## src/rtl/pbt_pkg.sv

```systemverilog
package pbt_pkg;

    localparam int ADDR_W = 4;

    localparam logic [ADDR_W-1:0] ADDR_CTRL     = 4'd0;
    localparam logic [ADDR_W-1:0] ADDR_XMODE    = 4'd1;
    localparam logic [ADDR_W-1:0] ADDR_COUNT    = 4'd2;
    localparam logic [ADDR_W-1:0] ADDR_CMP_BASE = 4'd3;
    localparam logic [ADDR_W-1:0] ADDR_BUF_BASE = 4'd6;

    localparam int MAX_PAIRS = 3;

    typedef enum logic [1:0] {
        OUT_IDLE = 2'd0,
        OUT_HIGH = 2'd1,
        OUT_LOW  = 2'd2
    } pwm_state_e;

endpackage

```

## src/rtl/pbt_counter.sv

```systemverilog
module pbt_counter #(
    parameter int CNT_W = 16
) (
    input  logic             clk,
    input  logic             rst_n,
    input  logic             run_i,
    input  logic             wr_i,
    input  logic [CNT_W-1:0] wdata_i,
    input  logic [CNT_W-1:0] period_i,
    output logic [CNT_W-1:0] count_o,
    output logic             clear_o
);

    logic [CNT_W-1:0] count_q;

    assign clear_o = run_i && (count_q == period_i);
    assign count_o = count_q;

    always_ff @(posedge clk) begin
        if (!rst_n) begin
            count_q <= '0;
        end else if (wr_i) begin
            count_q <= wdata_i;
        end else if (clear_o) begin
            count_q <= '0;
        end else if (run_i) begin
            count_q <= count_q + 1'b1;
        end
    end


    clear_to_zero_chk: assert property (@(posedge clk) disable iff (!rst_n)
        (clear_o && !wr_i) |=> (count_o == '0));


    count_step_chk: assert property (@(posedge clk) disable iff (!rst_n)
        (run_i && !clear_o && !wr_i) |=> (count_o == CNT_W'($past(count_o) + 1'b1)));


    count_hold_chk: assert property (@(posedge clk) disable iff (!rst_n)
        (!run_i && !wr_i) |=> $stable(count_o));

endmodule

```

## src/rtl/pbt_buf_pair.sv

```systemverilog
module pbt_buf_pair #(
    parameter int CNT_W = 16
) (
    input  logic             clk,
    input  logic             rst_n,
    input  logic             wr_cmp_i,
    input  logic             wr_buf_i,
    input  logic [CNT_W-1:0] wdata_i,
    input  logic             run_i,
    input  logic [CNT_W-1:0] count_i,
    input  logic             buf_en_i,
    input  logic             sel_clr_i,
    input  logic             pwm_en_i,
    input  logic             clear_i,
    output logic             match_o,
    output logic [CNT_W-1:0] cmp_o,
    output logic [CNT_W-1:0] buf_o
);

    logic [CNT_W-1:0] cmp_q;
    logic [CNT_W-1:0] buf_q;
    logic             use_clear;
    logic             copy_now;

    assign match_o = run_i && (count_i == cmp_q);

    always_comb begin
        use_clear = sel_clr_i && pwm_en_i;
        copy_now  = buf_en_i && (use_clear ? clear_i : match_o);
    end

    always_ff @(posedge clk) begin
        if (!rst_n) begin
            cmp_q <= '0;
            buf_q <= '0;
        end else begin
            if (wr_cmp_i) begin
                cmp_q <= wdata_i;
            end else if (copy_now) begin
                cmp_q <= buf_q;
            end
            if (wr_buf_i) begin
                buf_q <= wdata_i;
            end
        end
    end

    assign cmp_o = cmp_q;
    assign buf_o = buf_q;


    no_copy_when_off_chk: assert property (@(posedge clk) disable iff (!rst_n)
        (!buf_en_i && !wr_cmp_i) |=> $stable(cmp_o));


    sel_ignored_chk: assert property (@(posedge clk) disable iff (!rst_n)
        (!pwm_en_i && !match_o && !wr_cmp_i) |=> $stable(cmp_o));


    clear_copy_chk: assert property (@(posedge clk) disable iff (!rst_n)
        (buf_en_i && sel_clr_i && pwm_en_i && clear_i && !wr_cmp_i) |=> (cmp_o == $past(buf_o)));


    clear_wait_chk: assert property (@(posedge clk) disable iff (!rst_n)
        (sel_clr_i && pwm_en_i && !clear_i && !wr_cmp_i) |=> $stable(cmp_o));

endmodule

```

## src/rtl/pbt_pwm_fsm.sv

```systemverilog
module pbt_pwm_fsm
    import pbt_pkg::*;
(
    input  logic clk,
    input  logic rst_n,
    input  logic pwm_en_i,
    input  logic clear_i,
    input  logic match_b_i,
    output logic pwm_o
);

    pwm_state_e state_q;
    pwm_state_e state_d;

    always_ff @(posedge clk) begin
        if (!rst_n) begin
            state_q <= OUT_IDLE;
        end else begin
            state_q <= state_d;
        end
    end

    always_comb begin
        state_d = state_q;
        if (!pwm_en_i) begin
            state_d = OUT_IDLE;
        end else begin
            unique case (state_q)
                OUT_IDLE: if (clear_i) state_d = OUT_HIGH;
                OUT_HIGH: begin
                    if (clear_i)        state_d = OUT_HIGH;
                    else if (match_b_i) state_d = OUT_LOW;
                end
                OUT_LOW:  if (clear_i) state_d = OUT_HIGH;
                default:  state_d = OUT_IDLE;
            endcase
        end
    end

    always_comb begin
        pwm_o = (state_q == OUT_HIGH);
    end


    high_after_clear_chk: assert property (@(posedge clk) disable iff (!rst_n)
        (pwm_en_i && clear_i) |=> pwm_o);


    low_after_match_chk: assert property (@(posedge clk) disable iff (!rst_n)
        (pwm_en_i && match_b_i && !clear_i && state_q != OUT_IDLE) |=> !pwm_o);


    idle_when_off_chk: assert property (@(posedge clk) disable iff (!rst_n)
        !pwm_en_i |=> !pwm_o);

endmodule

```

## src/rtl/buffered_pwm_timer.sv

```systemverilog
module buffered_pwm_timer
    import pbt_pkg::*;
#(
    parameter int CNT_W = 16,
    parameter bit HAS_E = 1'b1
) (
    input  logic              clk,
    input  logic              rst_n,
    input  logic              bus_we,
    input  logic [3:0]        bus_addr,
    input  logic [CNT_W-1:0]  bus_wdata,
    output logic [CNT_W-1:0]  bus_rdata,
    output logic              pwm_out,
    output logic              evt_match_a,
    output logic              evt_match_b,
    output logic              evt_match_e,
    output logic              evt_clear
);

    localparam int         NPAIR      = HAS_E ? 3 : 2;
    localparam logic [2:0] XSEL_MASK  = HAS_E ? 3'b111 : 3'b011;
    localparam logic [4:0] CTRL_MASK  = HAS_E ? 5'h1F : 5'h0F;
    localparam logic [CNT_W-1:0] XMODE_RD_MASK = CNT_W'(XSEL_MASK);

    logic [4:0]       ctrl_q;
    logic [2:0]       xsel_q;
    logic             run;
    logic             pwm_mode;
    logic [2:0]       buf_en;
    logic [CNT_W-1:0] count;
    logic             clr;
    logic [CNT_W-1:0] cmp_w [MAX_PAIRS];
    logic [CNT_W-1:0] buf_w [MAX_PAIRS];
    logic [MAX_PAIRS-1:0] match_w;
    logic             wr_count;

    assign run      = ctrl_q[0];
    assign pwm_mode = ctrl_q[1];
    assign buf_en   = ctrl_q[4:2];
    assign wr_count = bus_we && (bus_addr == ADDR_COUNT);

    always_ff @(posedge clk) begin
        if (!rst_n) begin
            ctrl_q <= '0;
            xsel_q <= '0;
        end else if (bus_we) begin
            if (bus_addr == ADDR_CTRL)  ctrl_q <= bus_wdata[4:0] & CTRL_MASK;
            if (bus_addr == ADDR_XMODE) xsel_q <= bus_wdata[2:0] & XSEL_MASK;
        end
    end

    pbt_counter #(.CNT_W(CNT_W)) u_cnt (
        .clk      (clk),
        .rst_n    (rst_n),
        .run_i    (run),
        .wr_i     (wr_count),
        .wdata_i  (bus_wdata),
        .period_i (cmp_w[0]),
        .count_o  (count),
        .clear_o  (clr)
    );

    for (genvar g = 0; g < MAX_PAIRS; g++) begin : g_pair
        if (g < NPAIR) begin : g_live
            pbt_buf_pair #(.CNT_W(CNT_W)) u_pair (
                .clk       (clk),
                .rst_n     (rst_n),
                .wr_cmp_i  (bus_we && (bus_addr == ADDR_CMP_BASE + 4'(g))),
                .wr_buf_i  (bus_we && (bus_addr == ADDR_BUF_BASE + 4'(g))),
                .wdata_i   (bus_wdata),
                .run_i     (run),
                .count_i   (count),
                .buf_en_i  (buf_en[g]),
                .sel_clr_i (xsel_q[g]),
                .pwm_en_i  (pwm_mode),
                .clear_i   (clr),
                .match_o   (match_w[g]),
                .cmp_o     (cmp_w[g]),
                .buf_o     (buf_w[g])
            );
        end else begin : g_absent
            assign match_w[g] = 1'b0;
            assign cmp_w[g]   = '0;
            assign buf_w[g]   = '0;
        end
    end

    pbt_pwm_fsm u_fsm (
        .clk       (clk),
        .rst_n     (rst_n),
        .pwm_en_i  (pwm_mode && run),
        .clear_i   (clr),
        .match_b_i (match_w[1]),
        .pwm_o     (pwm_out)
    );

    always_comb begin
        bus_rdata = '0;
        case (bus_addr)
            ADDR_CTRL:          bus_rdata[4:0] = ctrl_q;
            ADDR_XMODE:         bus_rdata[2:0] = xsel_q;
            ADDR_COUNT:         bus_rdata = count;
            ADDR_CMP_BASE:      bus_rdata = cmp_w[0];
            ADDR_CMP_BASE + 1:  bus_rdata = cmp_w[1];
            ADDR_CMP_BASE + 2:  bus_rdata = cmp_w[2];
            ADDR_BUF_BASE:      bus_rdata = buf_w[0];
            ADDR_BUF_BASE + 1:  bus_rdata = buf_w[1];
            ADDR_BUF_BASE + 2:  bus_rdata = buf_w[2];
            default:            bus_rdata = '0;
        endcase
    end

    assign evt_match_a = match_w[0];
    assign evt_match_b = match_w[1];
    assign evt_match_e = match_w[2];
    assign evt_clear   = clr;


    xmode_rsvd_chk: assert property (@(posedge clk) disable iff (!rst_n)
        (bus_addr == ADDR_XMODE) |-> ((bus_rdata & ~XMODE_RD_MASK) == '0));


    no_e_match_chk: assert property (@(posedge clk) disable iff (!rst_n)
        (!HAS_E) |-> !evt_match_e);

endmodule

```

## config.mk

```make
export PLATFORM = sky130hd
export DESIGN_NAME = buffered_pwm_timer
export DESIGN_NICKNAME = d
export VERILOG_FILES = /design/src/rtl/pbt_pkg.sv /design/src/rtl/pbt_counter.sv /design/src/rtl/pbt_buf_pair.sv /design/src/rtl/pbt_pwm_fsm.sv /design/src/rtl/buffered_pwm_timer.sv
export SDC_FILE = /design/constraint.sdc
export NUM_CORES = 1
export LEC_CHECK = 0
export ABC_AREA = 1
export BUFFER_PORTS_ARGS = -buffer_cell sky130_fd_sc_hd__clkbuf_2
export CORE_ASPECT_RATIO = 2
export CORE_MARGIN = 2
export CORE_UTILIZATION = 45
export CTS_CLUSTER_SIZE = 30
export DETAILED_ROUTE_END_ITERATION = 8
export GPL_ROUTABILITY_DRIVEN = 0
export GPL_TIMING_DRIVEN = 0
export PLACE_DENSITY = 0.76
export SYNTH_ARGS = -nofsm -noshare
export SYNTH_HDL_FRONTEND = slang
export SYNTH_SLANG_ARGS = --single-unit
export TNS_END_PERCENT = 10
```

## constraint.sdc

```tcl
create_clock -name clk -period 1.66 [get_ports clk]
set_input_delay 0.332 -clock clk [delete_from_list [all_inputs] [get_ports clk]]
set_output_delay 0.332 -clock clk [all_outputs]
set_load 0.02 [all_outputs]
```

==> results of run 1 <==
==> area by class of cell <==
type | instances | area share (%)
multi-input cells | 848 | 48.4
flip-flops and latches | 122 | 26.3
inverters | 158 | 6.74
repair buffers | 66 | 5.01
plain buffers | 70 | 4.76
clock buffers | 18 | 4.56
well taps | 207 | 2.75
clock inverters | 14 | 1.50
==> tightest hold or removal path, cell delays in order <==
cell and delay [ps]:
sky130_fd_sc_hd__clkbuf_2 110, sky130_fd_sc_hd__nand3_1 80, sky130_fd_sc_hd__a21oi_1 60
==> timing repair <==
action	in CTS	in global routing
pin swaps	18	18
setup endpoints to repair	86	96
hold endpoints to repair	0	0
setup buffers	16	8
resized for setup	107	66
cloned	1	0
==> worst max path at each step <==
| stage | cells after the start | endpoint | slack (ps) | from |
|---|---|---|---|---|
| finish | 7 | evt_match_b | -770 | u_cnt.count_o[5] |
| global route | 11 | evt_match_a | -800 | u_cnt.count_o[9] |
| CTS | 8 | evt_match_a | -660 | u_cnt.count_o[8] |
| detailed placement | 10 | g_pair[2].g_live.u_pair.cmp_o[3] | -800 | bus_addr[2] |
| global placement | 10 | g_pair[2].g_live.u_pair.cmp_o[3] | -800 | bus_addr[2] |
| floorplan | 8 | evt_match_a | -200 | u_cnt.count_o[2] |
==> stage by stage <==
stage,area [µm²],instances,setup slack [ps],utilization (%)
CTS,9160,1497,-660,54.9
global route,9420,1503,-799,56.5
global placement,8110,1448,-804,48.6
detailed placement,8110,1448,-801,48.6
floorplan,7640,1199,-205,-
finish,9420,1503,-774,56.5
==> report_power, final <==
group	switching [W]	internal, W	total [W]
clock network	0.00155	0.00209	0.00364
logic	0.000587	0.000249	0.000836
registers	0.0000518	0.00298	0.00303
==> cells in the final DEF (no fill, tap or decap), types with 4 or more instances in the layout <==
master,count
sky130_fd_sc_hd__o21ai_1,5
sky130_fd_sc_hd__clkinvlp_4,7
sky130_fd_sc_hd__o211ai_1,10
sky130_fd_sc_hd__nor2_4,6
sky130_fd_sc_hd__xor2_1,5
sky130_fd_sc_hd__nand4_1,14
sky130_fd_sc_hd__nand2_1,262
sky130_fd_sc_hd__inv_2,16
sky130_fd_sc_hd__buf_2,4
sky130_fd_sc_hd__clkbuf_2,40
sky130_fd_sc_hd__clkbuf_4,5
sky130_fd_sc_hd__nor4_1,4
sky130_fd_sc_hd__clkbuf_16,17
sky130_fd_sc_hd__o22ai_1,47
sky130_fd_sc_hd__xnor2_1,6
sky130_fd_sc_hd__nor3_2,4
sky130_fd_sc_hd__nand3_2,29
sky130_fd_sc_hd__a21oi_1,134
sky130_fd_sc_hd__dfxtp_4,8
sky130_fd_sc_hd__nor2_2,8
sky130_fd_sc_hd__nand3_1,67
sky130_fd_sc_hd__inv_6,4
sky130_fd_sc_hd__a21oi_2,16
sky130_fd_sc_hd__nand3_4,4
sky130_fd_sc_hd__nor2_1,82
sky130_fd_sc_hd__o21ai_0,91
sky130_fd_sc_hd__dfxtp_2,4
sky130_fd_sc_hd__nand2_4,6
sky130_fd_sc_hd__dfxtp_1,110
sky130_fd_sc_hd__buf_4,30
sky130_fd_sc_hd__inv_1,134
sky130_fd_sc_hd__buf_6,15
sky130_fd_sc_hd__nand2_2,16
sky130_fd_sc_hd__clkbuf_1,35
sky130_fd_sc_hd__clkinv_4,4
sky130_fd_sc_hd__a221oi_1,4
==> flip-flops by register name (all words and copies together) (netlist names) <==
register,flops
u_fsm.state_q,2
u_cnt.count_o,16
g_pair.g_live.u_pair.buf_o,48
g_pair.g_live.u_pair.cmp_o,48
ctrl_q,5
xsel_q,3
==> layer usage <==
metal	global-route usage, %	up-vias	wire [µm]
li1	-	4151	-
met5	0	-	0
met4	40.9	0	4290
met3	10.4	235	3430
met2	62.6	667	16200
met1	38.4	4100	10300
==> cell families (layout without fill, tap and decap cells) <==
family | count (synthesis) | after routing | synth area share (%)
AOI/OAI and AO/OA | 319 | 319 | 22.8
xor gates and xnor gates | 14 | 14 | 1.61
adders and majority gates | 1 | 1 | 0.165
buffers and inverters | 229 | 326 | 12.6
DFF | 122 | 122 | 32.1
and+or+nand+nor | 514 | 514 | 30.7
==> results_dict.tcl, run 1 <==
set metrics [dict create \
    die_width_um 95.9 \
    synth.avg_cell_area_um2 6.34 \
    clock_sink_count 122 \
    clock-root-buffer "sky130_fd_sc_hd__clkbuf_16" \
    wl_per_cell_um 22.8 \
    synthToLayoutAreaGrowth_pct 23.9 \
    max-clock-path-buffers 2 \
    post-route-worst-setup-slack_ps -774 \
    clk_pin_slew_ps 70 \
    initial_utilization_pct 45.6 \
    drt_first_pass_iters 6 \
    row_count 67 \
    power.total_w 0.00750 \
    timing.fmax_ghz 0.411 \
    class_of_the_tightest_hold_or_removal_check "in -> reg" \
    final.setup.tns_ps -32730 \
    synth-main-ff-cell "sky130_fd_sc_hd__dfxtp_1" \
    r2r_setup_slack_ps -570 \
    holdBufCountCts 0 \
    post_synth_num_cell_types 36 \
    timing.critical_path.cells "inv_2, nand2_1, o21ai_0, a2111oi_2, nand2_1, nor3_2, clkbuf_4" \
    critical_path.max_stage_delay_ps 360 \
    netlist_top_cells_count "sky130_fd_sc_hd__nand2_1, sky130_fd_sc_hd__a21oi_1, sky130_fd_sc_hd__inv_1" \
    synth_enable_flop_cells 0 \
    postSynth.asyncResetShare_pct 0 \
    drt_iter0_drc 1326 \
    r2r-end "g_pair[2].g_live.u_pair.cmp_o[6]" \
    cts_tree "yes" \
    layout_min_cycle_time_ps 2430 \
    startpoint_type "register" \
    final_layout_size_suffix_gt1_share_pct 21.1 \
    syn_inst 1199 \
    post_drt_via_cell_ratio 6.09 \
    worstHoldStart "bus_wdata[13]" \
    syn-num-nets 1223 \
    hold_depth 3 \
    ant_nets 0 \
    grt_setup_unrepaired "true" \
    first_global_vias 9123 \
    fin_crit_sh_pct 147 \
    top_level_ports 44 \
    most_common_cell_in_the_netlist "sky130_fd_sc_hd__nand2_1" \
    worst_setup_path_end_kind "output pin" \
    worst_r2r_path_depth 12 \
    die-height_um 188 \
    hold_slack_ps 176 \
    gr-total-overflow 0 \
    endpoint_with_the_worst_hold_slack "g_pair[1].g_live.u_pair.buf_o[13]" \
    timing.critical_path.fanout_max 6 \
    max_cap_violations 0 \
    syn-cell-area_um2 7600 \
    n_antenna_cell 0 \
    port-buffer-count 42 \
    relSlewSlack_pct 43.8 \
    drcViolationCount 0 \
    worst_clock_skew_ps 11.2 \
    critPathSlowestCell "sky130_fd_sc_hd__dfxtp_4" \
    grt_pass1_wl_mm 51.3 \
    final_net_count 1307 \
    cts_max_level 4 \
    wirelength_mm 34.2 \
    cp_num_buf_inv 2 \
    final_max_slew_viol_count 0 \
    finalSetupViolations 85 \
    tritoncts.num_buffers 17 \
    p_leak_nw 4.16 \
    grt_antenna_before_repair 1 \
    power_density_nw_per_um2 797 \
    vdd_drop_max_v 0.000811 \
    multi_input_comb_area_um2 4560 \
    core_area_um2 16700 \
    worstPathRequired_ps 1330 \
    layout.area.seq_um2 2480 \
    n_fill_cell 1521 \
    gr-usage-all-layers_pct 39.4 \
    synthDominantCellAreaShare_pct 32.1 \
    vias 9153 \
    clock_insertion_delay_worst_skew_ps 440 \
    hold_violation_count_in_the_final_report 0 \
    portion_of_the_post_synthesis_area_used_by_sequential_elements_pct 32.1 \
    worst_path_dominant_cell_family "compound AO/OA/AOI/OAI gates" \
    failing_checks "negative setup slack" \
    crit_arrival_ps 2100 \
    post-synth-top-area-cell "sky130_fd_sc_hd__dfxtp_1" \
    outcome "finished, violations left" \
    cp_common_cell "sky130_fd_sc_hd__nand2_1" \
    ys_seq_elements 122 \
    grt_start_max_net_pins 17 \
    detailedPlacementHpwl_mm 25.0 \
    r2r-start "u_cnt.count_o[11]" \
    worstMarginPinSlew_ps 844 \
    dieArea_um2 18000 \
    critPathKind "reg -> out" \
    yosysWarnings 0 \
    netlist_top_cells_area "sky130_fd_sc_hd__dfxtp_1, sky130_fd_sc_hd__nand2_1, sky130_fd_sc_hd__a21oi_1" \
]
No activity file was read; power rests on OpenSTA's default activity.
==> run 2: changes to the inputs <==
--- a/config.mk
+++ b/config.mk
@@ -8,7 +8,6 @@
 export ABC_AREA = 1
 export BUFFER_PORTS_ARGS = -buffer_cell sky130_fd_sc_hd__clkbuf_2
 export CORE_ASPECT_RATIO = 2
-export CORE_MARGIN = 2
 export CORE_UTILIZATION = 45
 export CTS_CLUSTER_SIZE = 30
 export DETAILED_ROUTE_END_ITERATION = 8
==> run 2 against run 1 <==
- the run still ends with negative setup slack left
- clock skew shrank 4.2 ps
- clock-buffer cell count decreased by 1
- hold slack better by 14 ps
- worst setup slack better by 12 ps
- critical endpoint unchanged
- highest routed layer unchanged
==> results_dict.tcl, run 2 (synthesized netlist as in run 1, its figures left out) <==
set metrics [dict create \
    vdd_drop_max_v 0.000945 \
    n_fill_cell 1536 \
    cts_max_level 4 \
    detailedPlacementHpwl_mm 24.9 \
    dpl_worst_slack_ps -772 \
    hold_slack_ps 190 \
    finish.utilization_pct 57.3 \
    die_width_um 93.9 \
    tritoncts.num_buffers 17 \
    die-height_um 186 \
    drcViolationCount 0 \
    clock_insertion_delay_worst_skew_ps 440 \
    final_net_count 1305 \
    critPathKind "reg -> out" \
    mostFrequentLayoutCell "sky130_fd_sc_hd__nand2_1" \
    grt_setup_unrepaired "true" \
    post_drt_via_cell_ratio 6.18 \
    synthToLayoutAreaGrowth_pct 23.3 \
    worstMarginPinSlew_ps 943 \
    gr-usage-all-layers_pct 41.4 \
    relSlewSlack_pct 37.2 \
    grt_start_max_net_pins 17 \
    clk_pin_slew_ps 60 \
    grt_antenna_before_repair 0 \
    post-route-worst-setup-slack_ps -762 \
    timing.critical_path.fanout_max 4 \
    first_global_vias 8907 \
    final_layout_size_suffix_gt1_share_pct 20.0 \
    drt_first_pass_iters 8 \
    core_area_um2 16400 \
    timing.fmax_ghz 0.413 \
    worst_clock_skew_ps 7.04 \
    max_cap_violations 0 \
    power_density_nw_per_um2 837 \
    fin_crit_sh_pct 146 \
    dieArea_um2 17500 \
    grt_pass1_wl_mm 51.4 \
    n_antenna_cell 0 \
    gr-total-overflow 0 \
    initial_utilization_pct 46.5 \
    max-clock-path-buffers 2 \
    wl_per_cell_um 23.2 \
    p_leak_nw 4.15 \
    class_of_the_tightest_hold_or_removal_check "in -> reg" \
    layout_min_cycle_time_ps 2420 \
    outcome "finished, violations left" \
    finalSetupViolations 86 \
    cts_tree "yes" \
    row_count 66 \
    crit_arrival_ps 2090 \
    clock_sink_count 122 \
    clock-root-buffer "sky130_fd_sc_hd__clkbuf_16" \
    port-buffer-count 42 \
    startpoint_type "register" \
    hold_violation_count_in_the_final_report 0 \
    ant_nets 0 \
    holdBufCountCts 0 \
    worstPathRequired_ps 1330 \
    wirelength_mm 34.8 \
    vias 9244 \
    failing_checks "negative setup slack" \
    most-common-layout-cells "sky130_fd_sc_hd__nand2_1, sky130_fd_sc_hd__inv_1, sky130_fd_sc_hd__a21oi_1, sky130_fd_sc_hd__dfxtp_1, sky130_fd_sc_hd__o21ai_0" \
    final_max_slew_viol_count 0 \
    top_level_ports 44 \
    worst_setup_path_end_kind "output pin" \
    drt_iter0_drc 1203 \
]
==> run 2: cell type report <==
cell class              count  area [µm²]  share of cell area [%]
clock inverters            14         198                    2.11
plain buffers              70         432                    4.60
clock buffers              17         425                    4.54
repair buffers             64         458                    4.88
flip-flops and latches    122        2470                    26.3
inverters                 158         627                    6.69
multi-input cells         848        4510                    48.1
well taps                 204         255                    2.72
==> run 2: final timing paths <==
check | cells past startpoint | end | startpoint | slack [ps]
worst max-delay path | 7 | evt_match_b | u_cnt.count_o[1] | -760
worst min-delay path | 3 | g_pair[1].g_live.u_pair.buf_o[11] | bus_wdata[11] | 190
worst max register to register | 15 | g_pair[2].g_live.u_pair.cmp_o[15] | u_cnt.count_o[9] | -580
worst min register to register | 2 | xsel_q[0] | xsel_q[0] | 460
==> run 2: power by group <==
group / internal, W / switching, W
Sequential: 0.00298 / 0.0000528
Clock: 0.00251 / 0.00148
Combinational: 0.000244 / 0.000583
==> run 2: layer usage <==
metal  GRT usage [%]  up-vias  routed length, µm  part of all wire [%]
met5               0        -                  0                     0
met4            44.6        0               4700                    14
met3            11.8      294               3620                    10
met2            67.6      670              15900                    46
met1            39.1     4125              10500                    30
li1                -     4155                  -                     -
==> run 2: what timing repair did <==
item                                    in CTS  in global routing
resized for setup                           94                 56
hold endpoints to repair                     0                  0
pin swaps                                   14                 12
gates cloned                                 2                  0
endpoints found under the setup margin      86                 96
buffers inserted                            14                  6
==> run 2: critical path: stages, from the launching register on <==
cell                         delay [ps]
sky130_fd_sc_hd__dfxtp_4            370
sky130_fd_sc_hd__clkinvlp_4         200
sky130_fd_sc_hd__nand2_1            150
sky130_fd_sc_hd__nand2_1             60
sky130_fd_sc_hd__nor3b_1            230
sky130_fd_sc_hd__o2111ai_1          190
sky130_fd_sc_hd__nor3_2             270
sky130_fd_sc_hd__buf_4              180
==> run 2: per-stage QoR <==
step	total power [W]	TNS (ps)	std cells	area (µm²)
2_1_floorplan	0.00352	-1930	1199	7640
3_3_place_gp	0.00378	-57760	1445	8100
3_5_place_dp	0.00379	-59550	1445	8100
4_1_cts	0.00772	-32560	1492	9160
5_1_grt	0.00800	-46590	1497	9380
6_report	0.00785	-38740	1497	9380
